**config.mk**
```make
export PLATFORM = sky130hd
export DESIGN_NAME = dfj_fault_judge
export DESIGN_NICKNAME = d
export VERILOG_FILES = /design/src/rtl/dfj_pkg.sv /design/src/rtl/dfj_asi_dec.sv /design/src/rtl/dfj_addr_chk.sv /design/src/rtl/dfj_cause.sv /design/src/rtl/dfj_status.sv /design/src/rtl/dfj_fault_judge.sv
export SDC_FILE = /design/constraint.sdc
export NUM_CORES = 1
export LEC_CHECK = 0
export ABC_AREA = 0
export BUFFER_PORTS_ARGS = -buffer_cell sky130_fd_sc_hd__buf_2
export CAP_MARGIN = 40
export CORE_AREA = 2 2 126 128
export CTS_CLUSTER_DIAMETER = 150
export DETAILED_ROUTE_END_ITERATION = 6
export DIE_AREA = 0 0 128 130
export HOLD_SLACK_MARGIN = 0.12
export MAX_ROUTING_LAYER = met4
export PLACE_DENSITY_LB_ADDON = 0.3
export REMOVE_ABC_BUFFERS = 1
export SLEW_MARGIN = 20
export SYNTH_ARGS = -nofsm -noshare
export SYNTH_HDL_FRONTEND = slang
export SYNTH_SLANG_ARGS = --single-unit
```
**constraint.sdc**
```tcl
create_clock -name clk -period 3.8 [get_ports clk]
set_clock_uncertainty 0.2 [all_clocks]
set_input_delay 0.57 -clock clk [delete_from_list [all_inputs] [get_ports clk]]
set_output_delay 0.57 -clock clk [all_outputs]
set_load 0.01 [all_outputs]
```
**src/rtl/dfj_pkg.sv**
```systemverilog
package dfj_pkg;

   typedef enum logic [2:0] {
      K_LOAD   = 3'd0,
      K_STORE  = 3'd1,
      K_ATOMIC = 3'd2,
      K_FLUSH  = 3'd3,
      K_NFLOAD = 3'd4,
      K_JMPL   = 3'd5
   } acc_kind_e;

   typedef enum logic [2:0] {
      T_NONE  = 3'd0,
      T_MIS   = 3'd1,
      T_PRIV  = 3'd2,
      T_DAE   = 3'd3,
      T_PROT  = 3'd4,
      T_WATCH = 3'd5
   } trap_e;

   localparam int FT_W = 7;

   localparam int FTB_PRIV   = 0;
   localparam int FTB_NFO    = 1;
   localparam int FTB_ATBYP  = 2;
   localparam int FTB_BADASI = 3;
   localparam int FTB_VAHOLE = 4;
   localparam int FTB_REGACC = 5;
   localparam int FTB_SPEC   = 6;

endpackage

```
**src/rtl/dfj_asi_dec.sv**
```systemverilog
module dfj_asi_dec #(
   parameter int          ASI_W   = 8,
   parameter logic [7:0]  REG_ASI = 8'h58
) (
   input  logic [ASI_W-1:0] asi,
   output logic             is_restricted,
   output logic             is_translated,
   output logic             is_nofault,
   output logic             is_bypass_se,
   output logic             is_regspace,
   output logic             is_valid
);

   localparam int LO_W = 8;

   initial begin
      assert (ASI_W == LO_W) else $error("dfj_asi_dec: ASI_W must be 8");
   end

   logic [LO_W-1:0] a;
   logic            is_bypass;
   assign a = LO_W'(asi);

   always_comb begin
      is_translated = 1'b0;
      is_nofault    = 1'b0;
      is_bypass     = 1'b0;
      is_bypass_se  = 1'b0;
      unique case (a)
         8'h04, 8'h0C, 8'h10, 8'h18:          is_translated = 1'b1;
         8'h80, 8'h81, 8'h88, 8'h89:          is_translated = 1'b1;
         8'h82, 8'h83, 8'h8A, 8'h8B: begin
            is_translated = 1'b1;
            is_nofault    = 1'b1;
         end
         8'h14, 8'h1C:                        is_bypass = 1'b1;
         8'h15, 8'h1D: begin
            is_bypass    = 1'b1;
            is_bypass_se = 1'b1;
         end
         default: ;
      endcase
   end

   assign is_regspace   = (a == REG_ASI);
   assign is_restricted = ~a[LO_W-1];
   assign is_valid      = is_translated | is_bypass | is_regspace;

endmodule

```
**src/rtl/dfj_addr_chk.sv**
```systemverilog
module dfj_addr_chk
   import dfj_pkg::*;
#(
   parameter int VA_W     = 64,
   parameter int PA_W     = 41,
   parameter int HOLE_LSB = 43,
   parameter int SZ_W     = 3,
   parameter bit PA_WATCH = 1'b1
) (
   input  acc_kind_e        kind,
   input  logic [SZ_W-1:0]  size,
   input  logic [VA_W-1:0]  va,
   input  logic [PA_W-1:0]  pa,
   input  logic             wp_va_en,
   input  logic [VA_W-1:0]  wp_va,
   input  logic             wp_pa_en,
   input  logic [PA_W-1:0]  wp_pa,
   output logic             misaligned,
   output logic             va_hole,
   output logic             wp_hit,
   output logic             reg_ro,
   output logic             reg_wo,
   output logic             reg_rw
);

   localparam int ALN_W   = 5;
   localparam int UPPER_W = VA_W - HOLE_LSB;
   localparam int OFF_W   = 8;

   initial begin
      assert (HOLE_LSB < VA_W) else $error("dfj_addr_chk: hole bit outside VA");
      assert (VA_W > OFF_W)    else $error("dfj_addr_chk: VA too narrow");
      assert (SZ_W >= 3)       else $error("dfj_addr_chk: size field too narrow");
   end

   logic [ALN_W-1:0]   amask;
   logic [UPPER_W-1:0] upper;
   logic               off_hi_zero;
   logic [OFF_W-1:0]   off;

   always_comb begin
      amask = '0;
      if (kind == K_JMPL) begin
         amask = 5'b00011;
      end else if (kind != K_FLUSH) begin
         unique case (size)
            3'd0:    amask = 5'b00000;
            3'd1:    amask = 5'b00001;
            3'd2:    amask = 5'b00011;
            3'd3:    amask = 5'b00111;
            default: amask = 5'b01111;
         endcase
      end
   end

   assign misaligned  = |(va[ALN_W-1:0] & amask);
   assign upper       = va[VA_W-1:HOLE_LSB];
   assign va_hole     = ~((&upper) | ~(|upper));
   assign off         = va[OFF_W-1:0];
   assign off_hi_zero = ~(|va[VA_W-1:OFF_W]);
   assign reg_ro      = off_hi_zero & (off == 8'h00);
   assign reg_wo      = off_hi_zero & (off == 8'h08);
   assign reg_rw      = off_hi_zero & (off == 8'h10);

   logic va_match, pa_match;
   assign va_match = wp_va_en & (va == wp_va);

   generate
      if (PA_WATCH) begin : g_pa_watch
         assign pa_match = wp_pa_en & (pa == wp_pa);
      end else begin : g_no_pa_watch
         logic unused_pa;
         assign unused_pa = ^{pa, wp_pa, wp_pa_en};
         assign pa_match  = 1'b0;
      end
   endgenerate

   assign wp_hit = va_match | pa_match;

endmodule

```
**src/rtl/dfj_cause.sv**
```systemverilog
module dfj_cause
   import dfj_pkg::*;
(
   input  logic            clk,
   input  logic            rst_n,
   input  logic            acc_valid,
   input  acc_kind_e       kind,
   input  logic            mmu_on,
   input  logic            st_priv,
   input  logic            st_addr_mask,
   input  logic            dp_ctl,
   input  logic            pg_nfo,
   input  logic            pg_writable,
   input  logic            is_restricted,
   input  logic            is_translated,
   input  logic            is_nofault,
   input  logic            is_bypass_se,
   input  logic            is_regspace,
   input  logic            is_valid,
   input  logic            misaligned,
   input  logic            va_hole,
   input  logic            wp_hit,
   input  logic            reg_ro,
   input  logic            reg_wo,
   input  logic            reg_rw,
   output logic            fire,
   output trap_e           code,
   output logic [FT_W-1:0] ftype,
   output logic            is_write
);

   logic is_data, ld_like, xlat_on, reg_bad, priv_act, prot, watch;
   logic [FT_W-1:0] dae_ft;

   assign is_data  = (kind != K_JMPL);
   assign is_write = (kind == K_STORE) | (kind == K_ATOMIC);
   assign ld_like  = (kind == K_LOAD) | (kind == K_NFLOAD);
   assign xlat_on  = is_data & mmu_on & is_translated;

   assign reg_bad = is_regspace &
                    ~((ld_like & (reg_ro | reg_rw)) |
                      ((kind == K_STORE) & (reg_wo | reg_rw)));

   always_comb begin
      dae_ft             = '0;
      dae_ft[FTB_NFO]    = xlat_on & pg_nfo & ~is_nofault;
      dae_ft[FTB_ATBYP]  = (kind == K_ATOMIC) & ~mmu_on & is_bypass_se;
      dae_ft[FTB_BADASI] = is_data & ~is_valid;
      dae_ft[FTB_VAHOLE] = xlat_on & ~st_addr_mask & va_hole;
      dae_ft[FTB_REGACC] = is_data & reg_bad;
      dae_ft[FTB_SPEC]   = ((kind == K_NFLOAD) | (kind == K_FLUSH)) & ~mmu_on & ~dp_ctl;
   end

   assign priv_act = is_data & ~st_priv & is_restricted;
   assign prot     = is_write & xlat_on & ~pg_writable;
   assign watch    = is_data & (kind != K_FLUSH) & wp_hit;

   always_comb begin
      ftype = '0;
      if (misaligned)        code = T_MIS;
      else if (priv_act) begin
         code            = T_PRIV;
         ftype[FTB_PRIV] = 1'b1;
      end else if (|dae_ft) begin
         code  = T_DAE;
         ftype = dae_ft;
      end
      else if (prot)         code = T_PROT;
      else if (watch)        code = T_WATCH;
      else                   code = T_NONE;
   end

   assign fire = acc_valid & (code != T_NONE);

   AST_DAE_HAS_CAUSE: assert property (@(posedge clk) disable iff (!rst_n)
      (fire && code == T_DAE) |-> (ftype != '0));

   AST_PRIV_FT_ONLY: assert property (@(posedge clk) disable iff (!rst_n)
      (fire && code == T_PRIV) |-> $onehot0(ftype) && ftype[FTB_PRIV]);

endmodule

```
**src/rtl/dfj_status.sv**
```systemverilog
module dfj_status
   import dfj_pkg::*;
#(
   parameter int VA_W  = 64,
   parameter int ASI_W = 8
) (
   input  logic             clk,
   input  logic             rst_n,
   input  logic             fire,
   input  trap_e            code,
   input  logic [FT_W-1:0]  ftype,
   input  logic [ASI_W-1:0] asi,
   input  logic             is_write,
   input  logic [VA_W-1:0]  va,
   input  logic             sfsr_clr,
   output logic             trap_valid,
   output logic [2:0]       trap_code,
   output logic             sfsr_valid,
   output logic             sfsr_ovw,
   output logic [FT_W-1:0]  sfsr_ftype,
   output logic [ASI_W-1:0] sfsr_asi,
   output logic             sfsr_write,
   output logic [VA_W-1:0]  sfar
);

   always_ff @(posedge clk) begin
      if (!rst_n) begin
         trap_valid <= 1'b0;
         trap_code  <= T_NONE;
         sfsr_valid <= 1'b0;
         sfsr_ovw   <= 1'b0;
         sfsr_ftype <= '0;
         sfsr_asi   <= '0;
         sfsr_write <= 1'b0;
         sfar       <= '0;
      end else begin
         trap_valid <= fire;
         trap_code  <= fire ? code : T_NONE;
         if (fire) begin
            sfsr_valid <= 1'b1;
            sfsr_ovw   <= sfsr_valid & ~sfsr_clr;
            sfsr_ftype <= ftype;
            sfsr_asi   <= asi;
            sfsr_write <= is_write;
            sfar       <= va;
         end else if (sfsr_clr) begin
            sfsr_valid <= 1'b0;
            sfsr_ovw   <= 1'b0;
         end
      end
   end

   AST_OVW_NEEDS_PRIOR: assert property (@(posedge clk) disable iff (!rst_n)
      $rose(sfsr_ovw) |-> $past(sfsr_valid));

   AST_SFAR_HOLD: assert property (@(posedge clk) disable iff (!rst_n)
      !fire |=> $stable(sfar) && $stable(sfsr_ftype));

   AST_FIRE_LOGS: assert property (@(posedge clk) disable iff (!rst_n)
      fire |=> sfsr_valid && trap_valid);

   AST_CLR_DROPS: assert property (@(posedge clk) disable iff (!rst_n)
      (sfsr_clr && !fire) |=> !sfsr_valid && !sfsr_ovw);

endmodule

```
**src/rtl/dfj_fault_judge.sv**
```systemverilog
module dfj_fault_judge
   import dfj_pkg::*;
#(
   parameter int VA_W     = 64,
   parameter int PA_W     = 41,
   parameter int HOLE_LSB = 43,
   parameter int ASI_W    = 8,
   parameter bit PA_WATCH = 1'b1
) (
   input  logic             clk,
   input  logic             rst_n,
   input  logic             acc_valid,
   input  logic [2:0]       acc_kind,
   input  logic [2:0]       acc_size,
   input  logic [ASI_W-1:0] acc_asi,
   input  logic [VA_W-1:0]  acc_va,
   input  logic [PA_W-1:0]  acc_pa,
   input  logic             pg_nfo,
   input  logic             pg_writable,
   input  logic             mmu_on,
   input  logic             st_priv,
   input  logic             st_addr_mask,
   input  logic             dp_ctl,
   input  logic             wp_va_en,
   input  logic [VA_W-1:0]  wp_va,
   input  logic             wp_pa_en,
   input  logic [PA_W-1:0]  wp_pa,
   input  logic             sfsr_clr,
   output logic             trap_valid,
   output logic [2:0]       trap_code,
   output logic             sfsr_valid,
   output logic             sfsr_ovw,
   output logic [FT_W-1:0]  sfsr_ftype,
   output logic [ASI_W-1:0] sfsr_asi,
   output logic             sfsr_write,
   output logic [VA_W-1:0]  sfar
);

   localparam int SZ_W = 3;

   initial begin
      assert (PA_W <= VA_W) else $error("dfj_fault_judge: PA wider than VA");
   end

   acc_kind_e kind;
   assign kind = acc_kind_e'(acc_kind);

   logic is_restricted, is_translated, is_nofault, is_bypass_se, is_regspace, is_valid;
   logic misaligned, va_hole, wp_hit, reg_ro, reg_wo, reg_rw;
   logic fire, is_write;
   trap_e code;
   logic [FT_W-1:0] ftype;

   dfj_asi_dec #(.ASI_W(ASI_W)) u_asi (
      .asi(acc_asi), .is_restricted(is_restricted), .is_translated(is_translated),
      .is_nofault(is_nofault), .is_bypass_se(is_bypass_se),
      .is_regspace(is_regspace), .is_valid(is_valid)
   );

   dfj_addr_chk #(.VA_W(VA_W), .PA_W(PA_W), .HOLE_LSB(HOLE_LSB), .SZ_W(SZ_W),
                  .PA_WATCH(PA_WATCH)) u_addr (
      .kind(kind), .size(acc_size), .va(acc_va), .pa(acc_pa),
      .wp_va_en(wp_va_en), .wp_va(wp_va), .wp_pa_en(wp_pa_en), .wp_pa(wp_pa),
      .misaligned(misaligned), .va_hole(va_hole), .wp_hit(wp_hit),
      .reg_ro(reg_ro), .reg_wo(reg_wo), .reg_rw(reg_rw)
   );

   dfj_cause u_cause (
      .clk(clk), .rst_n(rst_n), .acc_valid(acc_valid), .kind(kind),
      .mmu_on(mmu_on), .st_priv(st_priv), .st_addr_mask(st_addr_mask),
      .dp_ctl(dp_ctl), .pg_nfo(pg_nfo), .pg_writable(pg_writable),
      .is_restricted(is_restricted), .is_translated(is_translated),
      .is_nofault(is_nofault), .is_bypass_se(is_bypass_se),
      .is_regspace(is_regspace), .is_valid(is_valid),
      .misaligned(misaligned), .va_hole(va_hole), .wp_hit(wp_hit),
      .reg_ro(reg_ro), .reg_wo(reg_wo), .reg_rw(reg_rw),
      .fire(fire), .code(code), .ftype(ftype), .is_write(is_write)
   );

   dfj_status #(.VA_W(VA_W), .ASI_W(ASI_W)) u_stat (
      .clk(clk), .rst_n(rst_n), .fire(fire), .code(code), .ftype(ftype),
      .asi(acc_asi), .is_write(is_write), .va(acc_va), .sfsr_clr(sfsr_clr),
      .trap_valid(trap_valid), .trap_code(trap_code), .sfsr_valid(sfsr_valid),
      .sfsr_ovw(sfsr_ovw), .sfsr_ftype(sfsr_ftype), .sfsr_asi(sfsr_asi),
      .sfsr_write(sfsr_write), .sfar(sfar)
   );

   AST_MIS_FIRST: assert property (@(posedge clk) disable iff (!rst_n)
      (acc_valid && misaligned) |=> trap_valid && trap_code == T_MIS);

   AST_IDLE_QUIET: assert property (@(posedge clk) disable iff (!rst_n)
      !acc_valid |=> !trap_valid);

endmodule

```
==> flow_summary.ini <==
[setup_path]
worst_ep_arrival_time_ns = 3.30
worst-path-max-fanout = 47
worstSetupPathType = in -> reg
setup.worst_path.end_class = flip-flop
start_kind = input pin
worstPathRequired_ns = 3.82

[synthesis]
synth-adder-area-share_pct = 0
synth_top_family_by_area = simple AND/OR/NAND/NOR gates
syn_area_um2 = 5680
post_synth_xor_area_fraction_pct = 13.7
synth_top_area_share_pct = 30.3
ys_dominant_reg_cell = sky130_fd_sc_hd__dfxtp_1
synth_cell_type_count = 46
number_of_flip_flops_and_latches_in_the_synthesized_netlist = 86
synthSimpleGateAreaFrac_pct = 33.5
synth-async-reset-ratio_pct = 0
compound_cell_area_share_of_the_yosys_netlist_pct = 3.40
netlist_instances = 695
synth.top_cells.by_area = sky130_fd_sc_hd__dfxtp_1 30%, sky130_fd_sc_hd__mux2i_1 14%, sky130_fd_sc_hd__xnor2_1 12%
ys_warn_count = 0
avg_cell_area_syn_um2 = 8.17
post_synth_mux_area_share_pct = 14.1
ys_seq_area_share_pct = 30.3
netlist.top_cell.by_area = sky130_fd_sc_hd__dfxtp_1
synth-edff-count = 0

[clock_tree]
clock_sink_count = 86
clk_root_buffer_cell = sky130_fd_sc_hd__clkbuf_16
clock_pin_slew_reported_for_the_worst_setup_and_hold_paths_after_clock_tree_synthesis_ns = 0.07
ctsLongestPathBuffers = 2
setup_bufs_post_cts = 0
clk-insertion-delay-late_ns = 0.34
cts-hold-fix-buffers = 0
cts_tree = yes
tritoncts.num_buffers = 9
cts_htree_levels = 3
cts.repair.resized = 0

[pwr]
worst_ir_drop_vdd_mv = 0.195
power.density_nw_per_um2 = 342
cellLeakagePower_nw = 3.56

[min_path]
hold_class = reg -> reg

[place]
postPlaceCellArea_um2 = 7340
gp_congestion = 0.976
placement.io_buffers = 321
place.detailed.hpwl_mm = 18.0

[flow_run]
max-cap-violations = 0

[floorplanning]
die_area_um2 = 16600
number_of_ports_placed_on_the_die_boundary = 322
fp.dieW_um = 128
fp.coreArea_um2 = 15400
die_h_um = 130
std_cell_rows = 46
initial_core_utilization_pct = 36.8

[global_routing]
grt.met3_usage_pct = 3.49
met1_usage_pct = 29.8
grt_max_degree = 57
grt.met2_usage_pct = 45.1
grt_pass1_vias = 5656
global_route.usage.total_pct = 25.6
grt_antenna_before_repair = 1
first_pass_grt_wire_length_mm = 31.1
grt_remaining_overflow = 0
globalRoute.busiestLayer = met2

[routing]
firstDrtPassIters = 5
wirelength_mm = 22.0
post-route-drc-count = 0
drt-vias-per-instance = 5.19
routed_wire_length_per_instance_um = 18.3
route.antenna.remaining_nets = 0
drt_iter0_drc = 362
dr_total_vias = 6224

[sta]
grt_setup_unrepaired = false
fmax_mhz = 305
final-max-slew-violation-count = 0
final.period_utilization_pct = 86.4
worstMarginPinSlew_ns = 0.661
hold_viol = 0
finalSetupViolations = 0
fin_worst_hold_slack_ns = 0.253
final_period_minus_worst_setup_slack_ns = 3.28
slew_margin_rel_pct = 55.5
fin_setup_tns_ns = 0

[status]
run_status = completed

[layout]
fin_area_um2 = 7670
number_of_nets_in_the_final_layout = 1238
drive_gt1_share_pct = 34.5
final_core_utilization_pct = 49.7
synthToLayoutAreaGrowth_pct = 35.1
cell usage after synthesis, drive strengths merged, types with 2 or more instances:
cell     number
o31ai         2
nor3b         3
or4           5
xnor2        79
o21ai         5
or2           2
nand2       169
a21o          2
nand4b        2
o2111ai       5
dfxtp        86
and3          3
nor4         33
inv           6
mux2i        80
nor3         11
clkbuf       20
or3           5
a21oi         4
a2111oi       2
a31oi         2
nand4        56
nor2         19
nand2b       42
nand3        17
nor2b         2
xor2         10
buf          11
cell type report:
class | instances | area [µm²]
fillers | 1557 | 7760
clock inverters | 5 | 82.6
inverters | 6 | 22.5
well taps | 192 | 240
flip-flops and latches | 86 | 1720
repair buffers | 327 | 1680
diodes | 1 | 2.50
multi-input cells | 572 | 3680
clock buffers | 11 | 243
report_power, final:
group	total [mW]	leakage [nW]	switching (mW)	internal, mW
Sequential	0.986	0.708	0.0273	0.959
Combinational	0.662	2.69	0.371	0.291
Clock	0.977	0.160	0.381	0.596
Total	2.62	3.56	0.779	1.85
cell families (layout without fill, tap and decap cells):
kind of cell / count (synthesis) / in the layout
and+or+nand+nor: 376 / 376
muxes: 80 / 80
other: 0 / 1
buffers and inverters: 37 / 349
AOI/OAI and AO/OA: 27 / 27
DFF: 86 / 86
xor gates and xnor gates: 89 / 89
registers in the layout, summed over array words and instances (netlist names):
| name | flops |
|---|---|
| u_stat.sfar | 64 |
| u_stat.sfsr_valid | 1 |
| u_stat.sfsr_ftype | 7 |
| u_stat.trap_valid | 1 |
| u_stat.sfsr_write | 1 |
| u_stat.trap_code | 3 |
| u_stat.sfsr_ovw | 1 |
| u_stat.sfsr_asi | 8 |
path summary, 6_finish.rpt:
path / start / endpoint / slack [ns] / cells past startpoint
worst max-delay path: acc_va[9] / u_stat.sfar[34] / 0.52 / 10
worst min register to register: u_stat.sfar[18] / u_stat.sfar[18] / 0.25 / 2
worst max register to register: u_stat.sfsr_ftype[1] / u_stat.sfsr_ftype[1] / 2.98 / 2
worst min-delay path: u_stat.sfar[18] / u_stat.sfar[18] / 0.25 / 2
layer usage:
layer  vias to the layer above  wire length (µm)
met3                        26              1640
met2                       304             11000
met4                         0               437
met1                      2835              8870
met5                         -                 0
li1                       3059                 -
critical path: stages:
cell and delay (ns):
sky130_fd_sc_hd__buf_2 0.14, sky130_fd_sc_hd__nor4_1 0.40, sky130_fd_sc_hd__buf_4 0.19, sky130_fd_sc_hd__nand4_1 0.09
sky130_fd_sc_hd__nor3_1 0.27, sky130_fd_sc_hd__a31oi_1 0.18, sky130_fd_sc_hd__or3b_4 0.46, sky130_fd_sc_hd__o41a_2 0.56
sky130_fd_sc_hd__buf_12 0.22, sky130_fd_sc_hd__mux2i_1 0.17
cells in the final DEF, fill, tap and decap left out, types with 3 or more instances in the layout:
cell type,count
sky130_fd_sc_hd__o2111ai_1,5
sky130_fd_sc_hd__buf_2,320
sky130_fd_sc_hd__nor3b_1,3
sky130_fd_sc_hd__nand2_1,169
sky130_fd_sc_hd__nor4_1,32
sky130_fd_sc_hd__buf_4,5
sky130_fd_sc_hd__nor2_1,19
sky130_fd_sc_hd__or4_1,4
sky130_fd_sc_hd__nand4_1,56
sky130_fd_sc_hd__dfxtp_1,86
sky130_fd_sc_hd__o21ai_0,4
sky130_fd_sc_hd__or3_1,5
sky130_fd_sc_hd__inv_1,6
sky130_fd_sc_hd__xor2_1,10
sky130_fd_sc_hd__xnor2_1,79
sky130_fd_sc_hd__nand2b_1,42
sky130_fd_sc_hd__and3_1,3
sky130_fd_sc_hd__mux2i_1,80
sky130_fd_sc_hd__a21oi_1,4
sky130_fd_sc_hd__clkbuf_16,9
sky130_fd_sc_hd__nand3_1,17
sky130_fd_sc_hd__nor3_1,11
metrics by stage:
step           power, mW  worst slack [ns]  cells
3_3_place_gp        1.66             0.232   1183
4_1_cts             2.64             0.548   1199
6_report            2.62             0.517   1200
5_1_grt             2.74             0.427   1200
2_1_floorplan       1.33             -1.61    664
3_5_place_dp        1.66             0.191   1183
(Power assumes the default switching activity.)
